--- src/rtl/hs_pio_pkg.sv ---
package hs_pio_pkg;
  typedef enum logic [1:0] {
    PH_IDLE  = 2'd0,
    PH_READY = 2'd1,
    PH_TAKEN = 2'd2
  } phase_e;

  localparam int ADDR_W = 2;
  localparam logic [ADDR_W-1:0] ADDR_IN   = 2'd0;
  localparam logic [ADDR_W-1:0] ADDR_OUT  = 2'd1;
  localparam logic [ADDR_W-1:0] ADDR_STAT = 2'd2;

  localparam int ST_IN_AVAIL = 0;
  localparam int ST_OUT_IDLE = 1;
  localparam int ST_OVF      = 2;
endpackage

--- src/rtl/hs_sync.sv ---
module hs_sync #(
  parameter int STAGES = 2
) (
  input  logic clk_i,
  input  logic rst_ni,
  input  logic d_i,
  output logic lvl_o,
  output logic rise_o
);
  logic [STAGES-1:0] chain_q;
  logic              prev_q;

  generate
    if (STAGES == 1) begin : g_single
      always_ff @(posedge clk_i or negedge rst_ni) begin
        if (!rst_ni) chain_q <= '0;
        else         chain_q <= d_i;
      end
    end else begin : g_chain
      always_ff @(posedge clk_i or negedge rst_ni) begin
        if (!rst_ni) chain_q <= '0;
        else         chain_q <= {chain_q[STAGES-2:0], d_i};
      end
    end
  endgenerate

  always_ff @(posedge clk_i or negedge rst_ni) begin
    if (!rst_ni) prev_q <= 1'b0;
    else         prev_q <= chain_q[STAGES-1];
  end

  assign lvl_o  = chain_q[STAGES-1];
  assign rise_o = chain_q[STAGES-1] & ~prev_q;
endmodule

--- src/rtl/hs_in_chan.sv ---
module hs_in_chan
  import hs_pio_pkg::*;
#(
  parameter int DATA_W = 8
) (
  input  logic              clk_i,
  input  logic              rst_ni,
  input  logic              stb_lvl_i,
  input  logic              stb_rise_i,
  input  logic [DATA_W-1:0] data_i,
  input  logic              take_i,
  output logic              avail_o,
  output logic              ack_o,
  output logic [DATA_W-1:0] data_o
);
  phase_e            st_q, st_d;
  logic [DATA_W-1:0] data_q;

  always_comb begin
    st_d = st_q;
    unique case (st_q)
      PH_IDLE:  if (stb_rise_i) st_d = PH_READY;
      PH_READY: if (take_i)     st_d = PH_TAKEN;
      PH_TAKEN: if (!stb_lvl_i) st_d = PH_IDLE;
      default:                  st_d = PH_IDLE;
    endcase
  end

  always_ff @(posedge clk_i or negedge rst_ni) begin
    if (!rst_ni) begin
      st_q   <= PH_IDLE;
      data_q <= '0;
    end else begin
      st_q <= st_d;
      // capture only on the idle->ready step; later strobes are dropped
      if (st_q == PH_IDLE && stb_rise_i) data_q <= data_i;
    end
  end

  assign avail_o = (st_q == PH_READY);
  assign ack_o   = (st_q == PH_TAKEN);
  assign data_o  = data_q;
endmodule

--- src/rtl/hs_out_chan.sv ---
module hs_out_chan
  import hs_pio_pkg::*;
#(
  parameter int DATA_W = 8
) (
  input  logic              clk_i,
  input  logic              rst_ni,
  input  logic              wr_i,
  input  logic [DATA_W-1:0] wdata_i,
  input  logic              ack_lvl_i,
  input  logic              ack_rise_i,
  output logic              idle_o,
  output logic              rdy_o,
  output logic              reject_o,
  output logic [DATA_W-1:0] data_o
);
  phase_e            st_q, st_d;
  logic [DATA_W-1:0] hold_q;

  always_comb begin
    st_d = st_q;
    unique case (st_q)
      PH_IDLE:  if (wr_i)       st_d = PH_READY;
      PH_READY: if (ack_rise_i) st_d = PH_TAKEN;
      PH_TAKEN: if (!ack_lvl_i) st_d = PH_IDLE;
      default:                  st_d = PH_IDLE;
    endcase
  end

  always_ff @(posedge clk_i or negedge rst_ni) begin
    if (!rst_ni) begin
      st_q   <= PH_IDLE;
      hold_q <= '0;
    end else begin
      st_q <= st_d;
      if (st_q == PH_IDLE && wr_i) hold_q <= wdata_i;
    end
  end

  assign idle_o   = (st_q == PH_IDLE);
  assign rdy_o    = (st_q == PH_READY);
  assign reject_o = wr_i && (st_q != PH_IDLE);
  assign data_o   = hold_q;
endmodule

--- src/rtl/hs_pio_port.sv ---
module hs_pio_port
  import hs_pio_pkg::*;
#(
  parameter int DATA_W      = 8,
  parameter int SYNC_STAGES = 2
) (
  input  logic              clk_i,
  input  logic              rst_ni,
  input  logic [1:0]        bus_addr_i,
  input  logic              bus_rd_i,
  input  logic              bus_wr_i,
  input  logic [DATA_W-1:0] bus_wdata_i,
  output logic [DATA_W-1:0] bus_rdata_o,
  output logic              bus_rdata_oe_o,
  input  logic [DATA_W-1:0] in_data_i,
  input  logic              in_stb_i,
  output logic              in_ack_o,
  output logic [DATA_W-1:0] out_data_o,
  output logic              out_rdy_o,
  input  logic              out_ack_i
);
  logic stb_lvl, stb_rise, ack_lvl, ack_rise;
  logic in_avail, out_idle, out_reject, ovf_q;
  logic rd_in, wr_out, wr_stat;
  logic [DATA_W-1:0] in_byte, status;

  assign rd_in   = bus_rd_i && (bus_addr_i == ADDR_IN);
  assign wr_out  = bus_wr_i && (bus_addr_i == ADDR_OUT);
  assign wr_stat = bus_wr_i && (bus_addr_i == ADDR_STAT);

  hs_sync #(.STAGES(SYNC_STAGES)) u_sync_stb (
    .clk_i, .rst_ni, .d_i(in_stb_i), .lvl_o(stb_lvl), .rise_o(stb_rise)
  );

  hs_sync #(.STAGES(SYNC_STAGES)) u_sync_ack (
    .clk_i, .rst_ni, .d_i(out_ack_i), .lvl_o(ack_lvl), .rise_o(ack_rise)
  );

  hs_in_chan #(.DATA_W(DATA_W)) u_in (
    .clk_i, .rst_ni,
    .stb_lvl_i (stb_lvl),
    .stb_rise_i(stb_rise),
    .data_i    (in_data_i),
    .take_i    (rd_in),
    .avail_o   (in_avail),
    .ack_o     (in_ack_o),
    .data_o    (in_byte)
  );

  hs_out_chan #(.DATA_W(DATA_W)) u_out (
    .clk_i, .rst_ni,
    .wr_i      (wr_out),
    .wdata_i   (bus_wdata_i),
    .ack_lvl_i (ack_lvl),
    .ack_rise_i(ack_rise),
    .idle_o    (out_idle),
    .rdy_o     (out_rdy_o),
    .reject_o  (out_reject),
    .data_o    (out_data_o)
  );

  // sticky rejected-write flag, write-one-to-clear
  always_ff @(posedge clk_i or negedge rst_ni) begin
    if (!rst_ni)                            ovf_q <= 1'b0;
    else if (out_reject)                    ovf_q <= 1'b1;
    else if (wr_stat && bus_wdata_i[ST_OVF]) ovf_q <= 1'b0;
  end

  always_comb begin
    status              = '0;
    status[ST_IN_AVAIL] = in_avail;
    status[ST_OUT_IDLE] = out_idle;
    status[ST_OVF]      = ovf_q;
  end

  always_comb begin
    bus_rdata_o = '0;
    if (bus_rd_i) begin
      unique case (bus_addr_i)
        ADDR_IN:   bus_rdata_o = in_byte;
        ADDR_STAT: bus_rdata_o = status;
        default:   bus_rdata_o = '0;
      endcase
    end
  end

  assign bus_rdata_oe_o = bus_rd_i;
endmodule

--- config.mk ---
export PLATFORM = sky130hd
export DESIGN_NAME = hs_pio_port
export DESIGN_NICKNAME = d
export VERILOG_FILES = /design/src/rtl/hs_pio_pkg.sv /design/src/rtl/hs_sync.sv /design/src/rtl/hs_in_chan.sv /design/src/rtl/hs_out_chan.sv /design/src/rtl/hs_pio_port.sv
export SDC_FILE = /design/constraint.sdc
export NUM_CORES = 1
export LEC_CHECK = 0
export BUFFER_PORTS_ARGS = -buffer_cell sky130_fd_sc_hd__buf_2
export CAP_MARGIN = 0
export CORE_AREA = 2 2 49 51
export CTS_BUF_LIST = sky130_fd_sc_hd__clkbuf_4 sky130_fd_sc_hd__clkbuf_8
export CTS_CLUSTER_SIZE = 14
export DETAILED_ROUTE_END_ITERATION = 10
export DIE_AREA = 0 0 51 53
export PLACE_DENSITY = 0.95
export RECOVER_POWER = 25
export REMOVE_ABC_BUFFERS = 1
export SLEW_MARGIN = 10
export SYNTH_ARGS = -nofsm -noshare
export SYNTH_HDL_FRONTEND = slang
export SYNTH_HIERARCHICAL = 1
export SYNTH_SLANG_ARGS = --single-unit
--- constraint.sdc ---
create_clock -name clk_i -period 3.4 [get_ports clk_i]
set_clock_uncertainty 0.1 [all_clocks]
set_input_delay 0.34 -clock clk_i [delete_from_list [all_inputs] [get_ports clk_i]]
set_output_delay 0.34 -clock clk_i [all_outputs]
set_load 0.01 [all_outputs]
==> summary.txt, run 1 <==
Synth
  • Warnings from Yosys: 6
  • Flip-flop cell with the highest count after synthesis: dfrtp_1
  • Number of standard cells after synthesis: 79
  • Leading area contributor after synthesis: dfrtp_1
  • Number of synthesized register bits: 27
  • Distinct cell type count after synthesis: 20
  • Library cell with the highest instance count after synthesis: dfrtp_1
  • Most frequent cells after synthesis: 27 x dfrtp_1, 16 x mux2_2, 6 x nor2_1
  • Synth top area share: 0.591
  • Part of the Yosys area used for sequential elements: 0.591
  • Share of synthesized flip-flops with an asynchronous set or reset: 1.00
  • Post-synthesis instance area: 1140 µm²
  • Synthesized area per cell: 14.5 µm²
  • Biggest area contributors in the synthesized netlist: dfrtp_1 59%, mux2_2 16%, nor3b_4 4.9%
  • EDFF count, synth: 0

Global routing
  • Largest net degree at the start of global routing: 28
  • GRT Util Overall: 0.177
  • Global-route wire length before repair: 3.44 mm
  • Via count of the first global-routing pass: 809
  • Number of antenna violations at the first check in global routing: 0
  • Global route overflow: 0

Routing
  • Routed wire per std cell: 13.8 µm
  • Via density per instance: 4.88
  • Final wirelength: 2.11 mm
  • DRC errors left: 0
  • Total via count after detailed routing: 747
  • ANT nets after route: 0
  • Iter 0 DRT Violations: 3
  • Pre-antenna DRT Iters: 4

Placed design
  • Total of buffers placed on input and output ports: 42
  • Setup Slack @ Placement: 1.65 ns
  • HPWL after detailed placement: 1.74 mm
  • Area after detailed placement: 1370 µm²
  • Gp weighted congestion: 0.733

Setup path
  • Class of the most critical setup path: input pin to asynchronous set/reset pin
  • Crit path max fanout: 27
  • Kind of cell adding the most delay to the critical path: buffers and inverters
  • Data required time of the worst path: 3.52 ns
  • Sequence of cells on the critical path: dlygate4sd3_1 -> clkbuf_1
  • Setup crit end kind: asynchronous set/reset pin
  • Worst setup SP type: input pin
  • Largest stage delay on the critical path: 0.99 ns
  • Max stage delay cell, worst path: clkbuf_1
  • Worst path bufs/invs: 2
  • Data arrival time of the worst path: 1.86 ns

Clock tree
  • Clock insertion delay at the later pin of the skew report: 0.32 ns
  • Number of resized instances in the post-cts repair step: 0
  • Clock sinks: 27
  • H-tree levels: 1
  • Clock tree from TritonCTS: yes
  • Buffer count from post-CTS setup fixing: 0
  • Reg clk slew, reported paths: 0.14 ns
  • Root Driver: clkbuf_4
  • CTS Buf Count: 3
  • Maximum number of buffers from clock root to sink: 2

STA
  • Final Slew Violations: 0
  • Worst relative slew slack: 0.0948
  • Hold Vio Cnt, Final: 0
  • Max frequency: 575 MHz
  • Worst slew pin tran: 1.36 ns
  • Worst hold slack across all endpoints: 0.0242 ns
  • Setup_tns: 0 ns
  • Post-layout worst setup margin: 1.66 ns
  • Minimum clock period: 1.74 ns
  • Total of endpoints with negative setup slack in the final report: 0
  • RSZ-0062 raised after global routing: no
  • Period Utilization, post-route: 0.511

Die
  • DIE AREA: 2700 µm²
  • Number of placement rows: 17
  • IO Count: 43
  • CORE AREA: 2150 µm²
  • Die Height: 53 µm
  • Die extent in x: 51 µm
  • Effective utilization at floorplan: 0.532

Cells and area
  • Fraction of layout cells with a size suffix above 1: 0.520
  • Share of the core filled with cells in the final layout: 0.658
  • Growth of design area from synthesis to finish: 23.8%
  • Diode insertion count for antenna repair: 0
  • # fillers: 173
  • Area of all placed cells without fillers: 1410 µm²
  • Total number of nets in the final design: 150

Hold path
  • Classification of the worst-slack hold path: input pin to flop

Power and ir drop
  • Static leakage: 0.000697 µW
  • VDD IR-drop max: 0.378 mV
  • Power density relative to cell area: 687 nW/µm²

Flow run
  • Max-cap violations: 0

Run status
  • Run status: finished clean
==> power breakdown <==
part	leakage (µW)	switching [µW]	internal (µW)	total (µW)
logic	0.000356	139	180	319
registers	0.000324	78.3	442	520
clock network	0.0000177	87.9	43.9	132
total	0.000697	305	666	971
==> cell type report <==
| class | instances | area [µm²] | share of cell area |
|---|---|---|---|
| multi-input combinational | 50 | 448 | 0.317 |
| clock buffer | 3 | 22.5 | 0.0159 |
| timing repair buffer | 44 | 228 | 0.161 |
| tap | 28 | 35.0 | 0.0248 |
| sequential | 27 | 676 | 0.478 |
| clock inverter | 1 | 5.00 | 0.00354 |
==> sequential cells by signal (all words and copies together) (netlist names), 2 cells and up <==
name	cells
u_in/data_o	8
u_in/st_q	2
u_out/data_o	8
u_out/st_q	2
u_sync_ack/chain_q	2
u_sync_stb/chain_q	2
==> through the flow <==
step,total power [µW],instances
after detailed placement,854,147
after global routing,1030,153
final,971,153
after floorplan,716,77
after CTS,984,152
after global placement,825,147
==> cell families (layout without fill, tap and decap cells) <==
group	after synthesis	after routing	synth area share
compound gates	5	5	0.0329
buf+inv	2	48	0.0164
flops	27	27	0.591
simple gates	26	26	0.175
mux	19	19	0.184
==> cell usage in the layout, fill, tap and decap left out, types with 3 or more instances in the layout <==
cell type and n:
and2_1 5, nor2b_1 3, nor3b_4 3, dfrtp_1 27
mux2_2 16, clkbuf_4 3, mux2i_1 3, buf_2 40
nor2_1 6
==> per-layer routing <==
layer | vias to the layer above | share of wire | GRT usage
li1 | 363 | - | -
met1 | 359 | 0.40 | 0.200
met2 | 23 | 0.55 | 0.329
met3 | 2 | 0.043 | 0.0254
met4 | 0 | 0.0090 | 0.0811
met5 | - | 0 | 0
==> what timing repair did <==
action                     4_1_cts  5_1_grt
setup endpoints to repair        0        0
hold endpoints to repair        27        1
hold buffers                     1        1
==> worst paths after layout <==
| kind | startpoint | end | slack [ns] | cells past startpoint |
|---|---|---|---|---|
| worst max-delay path | rst_ni | u_in/data_o[5] | 1.66 | 2 |
| worst min-delay path | in_stb_i | u_sync_stb/chain_q[0] | 0.02 | 1 |
| worst max register to register | u_sync_stb/chain_q[1] | u_in/data_o[1] | 1.84 | 3 |
| worst min register to register | u_sync_ack/chain_q[0] | u_sync_ack/chain_q[1] | 0.27 | 0 |
| max in group clk_i | u_in/st_q[0] | bus_rdata_o[0] | 1.68 | 4 |
| min in group asynchronous | rst_ni | ovf_q | 0.74 | 2 |
(Power assumes the default switching activity.)
==> inputs of run 2 (changes only) <==
--- a/config.mk
+++ b/config.mk
@@ -5,14 +5,15 @@
 export SDC_FILE = /design/constraint.sdc
 export NUM_CORES = 1
 export LEC_CHECK = 0
+export ABC_AREA = 1
 export BUFFER_PORTS_ARGS = -buffer_cell sky130_fd_sc_hd__buf_2
 export CAP_MARGIN = 0
-export CORE_AREA = 2 2 49 51
+export CORE_AREA = 2 2 55 57
 export CTS_BUF_LIST = sky130_fd_sc_hd__clkbuf_4 sky130_fd_sc_hd__clkbuf_8
 export CTS_CLUSTER_SIZE = 14
 export DETAILED_ROUTE_END_ITERATION = 10
-export DIE_AREA = 0 0 51 53
-export PLACE_DENSITY = 0.95
+export DIE_AREA = 0 0 57 59
+export PLACE_DENSITY = 0.83
 export RECOVER_POWER = 25
 export REMOVE_ABC_BUFFERS = 1
 export SLEW_MARGIN = 10
==> constraint.sdc (replaced) <==
create_clock -name clk_i -period 1.5 [get_ports clk_i]
set_clock_uncertainty 0.1 [all_clocks]
set_input_delay 0.15 -clock clk_i [delete_from_list [all_inputs] [get_ports clk_i]]
set_output_delay 0.15 -clock clk_i [all_outputs]
set_load 0.01 [all_outputs]
==> run 2 against run 1 <==
  * Critical path depth up 2
  * Worst setup slack got worse by 1.6 ns
  * Sequential cell count unchanged
  * Synthesized area is 3.0% higher
  * Critical endpoint is now bus_rdata_o[1]
  * Highest routed layer unchanged
==> summary.txt, run 2 <==
Synth
  • Leading area contributor after synthesis: dfrtp_1
  • Most frequent cells after synthesis: 45 x nand2_1, 27 x dfrtp_1, 17 x nand3_1
  • Post-synthesis xor/xnor area fraction: 0
  • Largest family of logic cells by synthesized area: simple AND/OR/NAND/NOR gates
  • EDFF count, synth: 0
  • Number of standard cells after synthesis: 138
  • Part of the Yosys area used for sequential elements: 0.574
  • Distinct cell type count after synthesis: 14
  • Portion of netlist area occupied by mux cells: 0
  • Compound-gate portion of the synthesized area: 0.0170
  • Number of synthesized register bits: 27
  • Biggest area contributors in the synthesized netlist: dfrtp_1 57%, nand2_1 14%, nand3_1 7.2%
  • Flip-flop cell with the highest count after synthesis: dfrtp_1
  • Post-synthesis instance area: 1180 µm²
  • Simple-Gate Fraction of Synth Area: 0.324
  • Adder-cell area share of the yosys netlist: 0
  • Synth top area share: 0.574
  • Warnings from Yosys: 6
  • Library cell with the highest instance count after synthesis: nand2_1
  • Synthesized area per cell: 8.52 µm²
  • Share of synthesized flip-flops with an asynchronous set or reset: 1.00

Hold path
  • Launch point of the worst hold path: bus_wr_i
  • Classification of the worst-slack hold path: input pin to flop

Setup path
  • Setup crit end kind: primary output
  • Max stage delay cell, worst path: dfrtp_1
  • Sequence of cells on the critical path: nor2_4 -> nor2_1 -> nor2_1 -> buf_2
  • Data required time of the worst path: 1.25 ns
  • First element of the critical path: u_out/st_q[1]
  • Cell type with the highest occurrence count on the critical path: nor2_1
  • Class of the most critical setup path: flop to primary output
  • Worst setup SP type: flop
  • RR Startpoint: u_in/st_q[0]
  • Crit path max fanout: 3
  • Data arrival time of the worst path: 1.18 ns
  • Largest stage delay on the critical path: 0.45 ns

Clock tree
  • Clock sinks: 27
  • Clock insertion delay at the later pin of the skew report: 0.32 ns
  • CTS Buf Count: 3
  • H-tree levels: 1
  • Clock tree from TritonCTS: yes
  • Maximum number of buffers from clock root to sink: 2
  • Reg clk slew, reported paths: 0.13 ns
  • Root Driver: clkbuf_4

Cells and area
  • Share of the core filled with cells in the final layout: 0.613
  • Diode insertion count for antenna repair: 0
  • Total number of nets in the final design: 230
  • Finished Layout Cells: 236
  • Fraction of layout cells with a size suffix above 1: 0.307
  • Most common cell after layout, fill and taps aside: nand2_1
  • # fillers: 246
  • Growth of design area from synthesis to finish: 41.3%
  • Highest-count cells in the layout ignoring fill and taps: 45 x nand2_1, 40 x buf_2, 27 x dfrtp_1

Routing
  • Pre-antenna DRT Iters: 4
  • Via density per instance: 4.67
  • Top routing layer in use: met4
  • Iter 0 DRT Violations: 20
  • ANT nets after route: 0
  • DRC errors left: 0
  • Met1 Wirelength: 1.08 mm
  • Met3 routed WL: 165 µm
  • Wire length on met2: 1.47 mm
  • Final wirelength: 2.75 mm
  • Total via count after detailed routing: 1,103
  • Routed wire per std cell: 11.7 µm

STA
  • Minimum clock period: 1.43 ns
  • Worst slew pin tran: 0.661 ns
  • Worst relative slew slack: 0.560
  • Period Utilization, post-route: 0.955
  • Total of endpoints with negative setup slack in the final report: 0
  • Max frequency: 698 MHz
  • Final Slew Violations: 0
  • Hold Vio Cnt, Final: 0

Placed design
  • Total of buffers placed on input and output ports: 42
  • Placed Cells: 210
  • HPWL after detailed placement: 1.83 mm
  • Gp weighted congestion: 0.767

Run status
  • Run status: finished clean

Power and ir drop
  • Part of the power in combinational logic: 0.337
  • Power density relative to cell area: 1260 nW/µm²
  • Net Sw Frac: 0.344
  • VDD IR-drop max: 0.852 mV
  • Static leakage: 0.000947 µW
  • Internal power: 1370 µW
  • Switching component of the power: 720 µW
  • Clock network power share: 0.155
  • Flop pwr share: 0.508

Die
  • Number of placement rows: 19
  • DIE AREA: 3360 µm²
  • Die extent in x: 57 µm
  • Die Height: 59 µm
  • Effective utilization at floorplan: 0.434
  • IO Count: 43
  • CORE AREA: 2710 µm²

Global routing
  • Via count of the first global-routing pass: 1,143
  • Global route overflow: 0
  • Largest net degree at the start of global routing: 28
  • GRT Util Overall: 0.179
  • Number of antenna violations at the first check in global routing: 0
  • Global-route wire length before repair: 4.69 mm

Flow run
  • Max-cap violations: 0
[run 2: cell types whose count changed after synthesis, moves of 5 or more]
| cell | before | now |
|---|---|---|
| and2_1 | 5 | 0 |
| nor2_1 | 6 | 15 |
| nand2_1 | 2 | 45 |
| nand3_1 | 0 | 17 |
| inv_1 | 0 | 16 |
| mux2_2 | 16 | 0 |
[run 2: power groups by stage]
stage / Clock, µW / Sequential [µW] / Combinational (µW)
global route: 366 / 1090 / 808
floorplan: 0 / 1100 / 346
finish: 324 / 1060 / 703
global placement: 0 / 1070 / 594
detailed placement: 0 / 1080 / 615
CTS: 337 / 1070 / 653
[run 2: timing repair]
item                                   CTS  global route
gates resized for setup                  0             3
endpoints found under the hold margin   45             0
hold buffers                            19             0
setup endpoints to repair                0             2
setup buffers                            0             3
[run 2: worst max-delay path, delay by kind of cell, from the launching register on]
| kind | cells | cell delay, ns |
|---|---|---|
| buffers and inverters | 1 | 0.13 |
| DFF | 1 | 0.45 |
| and+or+nand+nor | 3 | 0.29 |
[run 2: metrics by stage]
step / worst slack (ns) / hold slack (ns) / instance area (µm²) / total power, µW / TNS, ns
after detailed placement: 0.359 / 0.0908 / 1410 / 1700 / 0
final: 0.0677 / 0.0763 / 1660 / 2090 / 0
after global routing: -0.00823 / 0.108 / 1660 / 2260 / -0.0111
after floorplan: 0.328 / -0.246 / 1140 / 1440 / 0
after CTS: 0.00818 / 0.0719 / 1630 / 2060 / 0
after global placement: 0.380 / 0.0757 / 1410 / 1670 / 0
[run 2: kinds of logic after synthesis]
group | count (synthesis)
buf+inv | 21
flops | 27
simple gates | 86
compound gates | 4
[run 2: path summary, 6_finish.rpt]
check	end	slack, ns	cells past startpoint
min in group asynchronous	u_out/data_o[0]	0.27	2
min reg2reg	u_sync_stb/chain_q[1]	0.27	0
max reg2reg	u_in/data_o[0]	0.25	5
max in group asynchronous	u_in/data_o[7]	0.60	2
min	ovf_q	0.08	6
max	bus_rdata_o[1]	0.07	4
[run 2: metal layers]
| metal | global-route usage | vias up |
|---|---|---|
| met4 | 0.0565 | 0 |
| met3 | 0.0306 | 6 |
| met1 | 0.177 | 505 |
| met2 | 0.373 | 39 |
| met5 | 0 | - |
| li1 | - | 553 |
[run 2: cell type report]
type / count / area (µm²) / area share
clock buffer: 4 / 30.0 / 0.0181
inverter: 17 / 63.8 / 0.0384
sequential: 27 / 676 / 0.407
timing repair buffer: 67 / 444 / 0.267
tap: 31 / 38.8 / 0.0233
multi-input combinational: 90 / 409 / 0.246
==> inputs of run 3 (changes only) <==
--- a/config.mk
+++ b/config.mk
@@ -6,13 +6,15 @@
 export NUM_CORES = 1
 export LEC_CHECK = 0
 export ABC_AREA = 1
-export BUFFER_PORTS_ARGS = -buffer_cell sky130_fd_sc_hd__buf_2
 export CAP_MARGIN = 0
-export CORE_AREA = 2 2 55 57
+export CELL_PAD_IN_SITES_DETAIL_PLACEMENT = 1
+export CELL_PAD_IN_SITES_GLOBAL_PLACEMENT = 2
+export CORE_AREA = 2 2 64 66
 export CTS_BUF_LIST = sky130_fd_sc_hd__clkbuf_4 sky130_fd_sc_hd__clkbuf_8
 export CTS_CLUSTER_SIZE = 14
 export DETAILED_ROUTE_END_ITERATION = 10
-export DIE_AREA = 0 0 57 59
+export DIE_AREA = 0 0 66 68
+export DONT_BUFFER_PORTS = 1
 export PLACE_DENSITY = 0.83
 export RECOVER_POWER = 25
 export REMOVE_ABC_BUFFERS = 1
==> run 3 against run 2 <==
  * Power shrank 2.1%
  * Sequential power grew 7%
  * Fmax grew 2.7%
  * Global-route usage shrank 4.2 points
  * First-iteration DRC count shrank 65%
  * Count of clock-buffer cells in the layout shrank 1
  * Combinational power shrank 28%
  * Cell count shrank 11%
  * Critical path depth shrank 1
  * Sequential cell count is the same
  * Utilization shrank 23 points
  * Worst setup slack gained 0.038 ns
  * Highest routed layer unchanged
==> summary.txt, run 3 (synthesis results as in run 2) <==
Clock tree
  • Clock sinks: 27
  • CTS Buf Count: 3
  • Clock tree from TritonCTS: yes
  • Root Driver: clkbuf_8
  • Maximum number of buffers from clock root to sink: 2
  • Clock insertion delay at the later pin of the skew report: 0.27 ns
  • H-tree levels: 1
  • Reg clk slew, reported paths: 0.09 ns

Setup path
  • Setup crit end kind: primary output
  • Sequence of cells on the critical path: nor2_4 -> nor2_1 -> nor2_1
  • First element of the critical path: u_out/st_q[0]
  • Slack of the worst reg-to-reg path: 0.25 ns
  • CP Capture Point: bus_rdata_o[1]
  • Crit Reg-Reg Endpoint: u_in/data_o[3]
  • Worst path bufs/invs: 0
  • Data arrival time of the worst path: 1.14 ns
  • Kind of cell adding the most delay to the critical path: simple AND/OR/NAND/NOR gates
  • Class of the most critical setup path: flop to primary output
  • Crit. path cell count: 3
  • Max stage delay cell, worst path: dfrtp_1
  • Worst setup SP type: flop
  • Crit path max fanout: 5
  • Largest stage delay on the critical path: 0.41 ns
  • Cell type with the highest occurrence count on the critical path: nor2_1
  • Data required time of the worst path: 1.25 ns
  • RR Startpoint: u_sync_stb/chain_q[1]
  • Path depth of the worst reg2reg path: 5

Power and ir drop
  • Power density relative to cell area: 1390 nW/µm²
  • Total Power: 2050 µW
  • Static leakage: 0.000764 µW
  • VDD IR-drop max: 0.528 mV

Cells and area
  • Growth of design area from synthesis to finish: 25.6%
  • # fillers: 451
  • Diode insertion count for antenna repair: 0
  • Total number of nets in the final design: 186
  • Highest-count cells in the layout ignoring fill and taps: 45 x nand2_1, 27 x dfrtp_1, 20 x dlygate4sd3_1
  • Fraction of layout cells with a size suffix above 1: 0.112
  • Most common cell after layout, fill and taps aside: nand2_1

Global routing
  • Via count of the first global-routing pass: 1,010
  • Global route overflow: 0
  • Largest net degree at the start of global routing: 28
  • Number of antenna violations at the first check in global routing: 0
  • GRT Util Overall: 0.138
  • Global-route wire length before repair: 4.57 mm

STA
  • Minimum clock period: 1.39 ns
  • Post-layout worst setup margin: 0.105 ns
  • Setup_tns: 0 ns
  • Worst slew pin tran: 0.672 ns
  • Hold Vio Cnt, Final: 0
  • Max frequency: 717 MHz
  • Period Utilization, post-route: 0.930
  • Worst relative slew slack: 0.552
  • Total of endpoints with negative setup slack in the final report: 0
  • Final Slew Violations: 0
  • RSZ-0062 raised after global routing: no

Routing
  • DRC errors left: 0
  • Pre-antenna DRT Iters: 2
  • ANT nets after route: 0
  • Total via count after detailed routing: 926
  • Via density per instance: 4.39
  • Iter 0 DRT Violations: 7
  • Final wirelength: 2.84 mm
  • Routed wire per std cell: 13.5 µm

Die
  • Die Height: 68 µm
  • DIE AREA: 4490 µm²
  • Number of placement rows: 23
  • IO Count: 43
  • CORE AREA: 3860 µm²
  • Effective utilization at floorplan: 0.305
  • Die extent in x: 66 µm

Flow run
  • Max-cap violations: 0

Run status
  • Run status: finished clean

Hold path
  • Classification of the worst-slack hold path: input pin to flop

Placed design
  • Gp weighted congestion: 0.726
  • Total of buffers placed on input and output ports: 0
  • HPWL after detailed placement: 2.00 mm
  • Setup Slack @ Placement: 0.239 ns
## run 3: per-layer routing
metal	GRT usage	wire, µm	vias to the layer above
met5	0	0	-
li1	-	-	460
met2	0.264	1490	35
met1	0.144	1110	427
met3	0.0313	210	4
met4	0.0612	32	0
## run 3: what timing repair did
action / 4_1_cts / 5_1_grt
endpoints found under the hold margin: 46 / 0
resized for setup: 0 / 2
buffers inserted: 0 / 0
hold buffers: 21 / 0
endpoints found under the setup margin: 0 / 2
## run 3: worst min-delay path by stage
stage / slack, ns / from / endpoint / cells after the start
CTS: 0.002 / bus_addr_i[1] / u_out/data_o[2] / 3
finish: 0.01 / bus_addr_i[1] / u_out/data_o[2] / 3
global placement: -0.24 / rst_ni / u_out/data_o[6] / 0
global route: 0.03 / bus_wr_i / ovf_q / 5
detailed placement: -0.24 / rst_ni / u_out/data_o[7] / 0
floorplan: -0.25 / rst_ni / ovf_q / 0
## run 3: area by class of cell
cell class / instances / area [µm²] / area share
Clock inverter: 1 / 5.00 / 0.00339
Timing Repair Buffer: 23 / 220 / 0.149
Sequential cell: 27 / 676 / 0.457
Clock buffer: 3 / 41.3 / 0.0279
Tap cell: 50 / 62.6 / 0.0423
Multi-Input combinational cell: 90 / 409 / 0.277
Inverter: 17 / 63.8 / 0.0432
## run 3: through the flow
step,utilization,instance area (µm²),instances,hold slack (ns)
3_3_place_gp,0.316,1220,186,-0.245
3_5_place_dp,0.316,1220,186,-0.245
5_1_grt,0.383,1480,211,0.0262
4_1_cts,0.385,1490,211,0.00164
6_report,0.383,1480,211,0.0106
2_1_floorplan,-,1140,134,-0.246
## run 3: worst min-delay path: stages
cell and delay, ns:
nor2_1 0.06, nand3_1 0.09, nand2_1 0.05
## run 3: power breakdown
| part | internal (µW) | switching (µW) | total [µW] | leakage, µW |
|---|---|---|---|---|
| clock network | 186 | 227 | 414 | 0.0000255 |
| registers | 945 | 184 | 1130 | 0.000334 |
| logic | 192 | 312 | 505 | 0.000404 |
| total | 1320 | 723 | 2050 | 0.000764 |
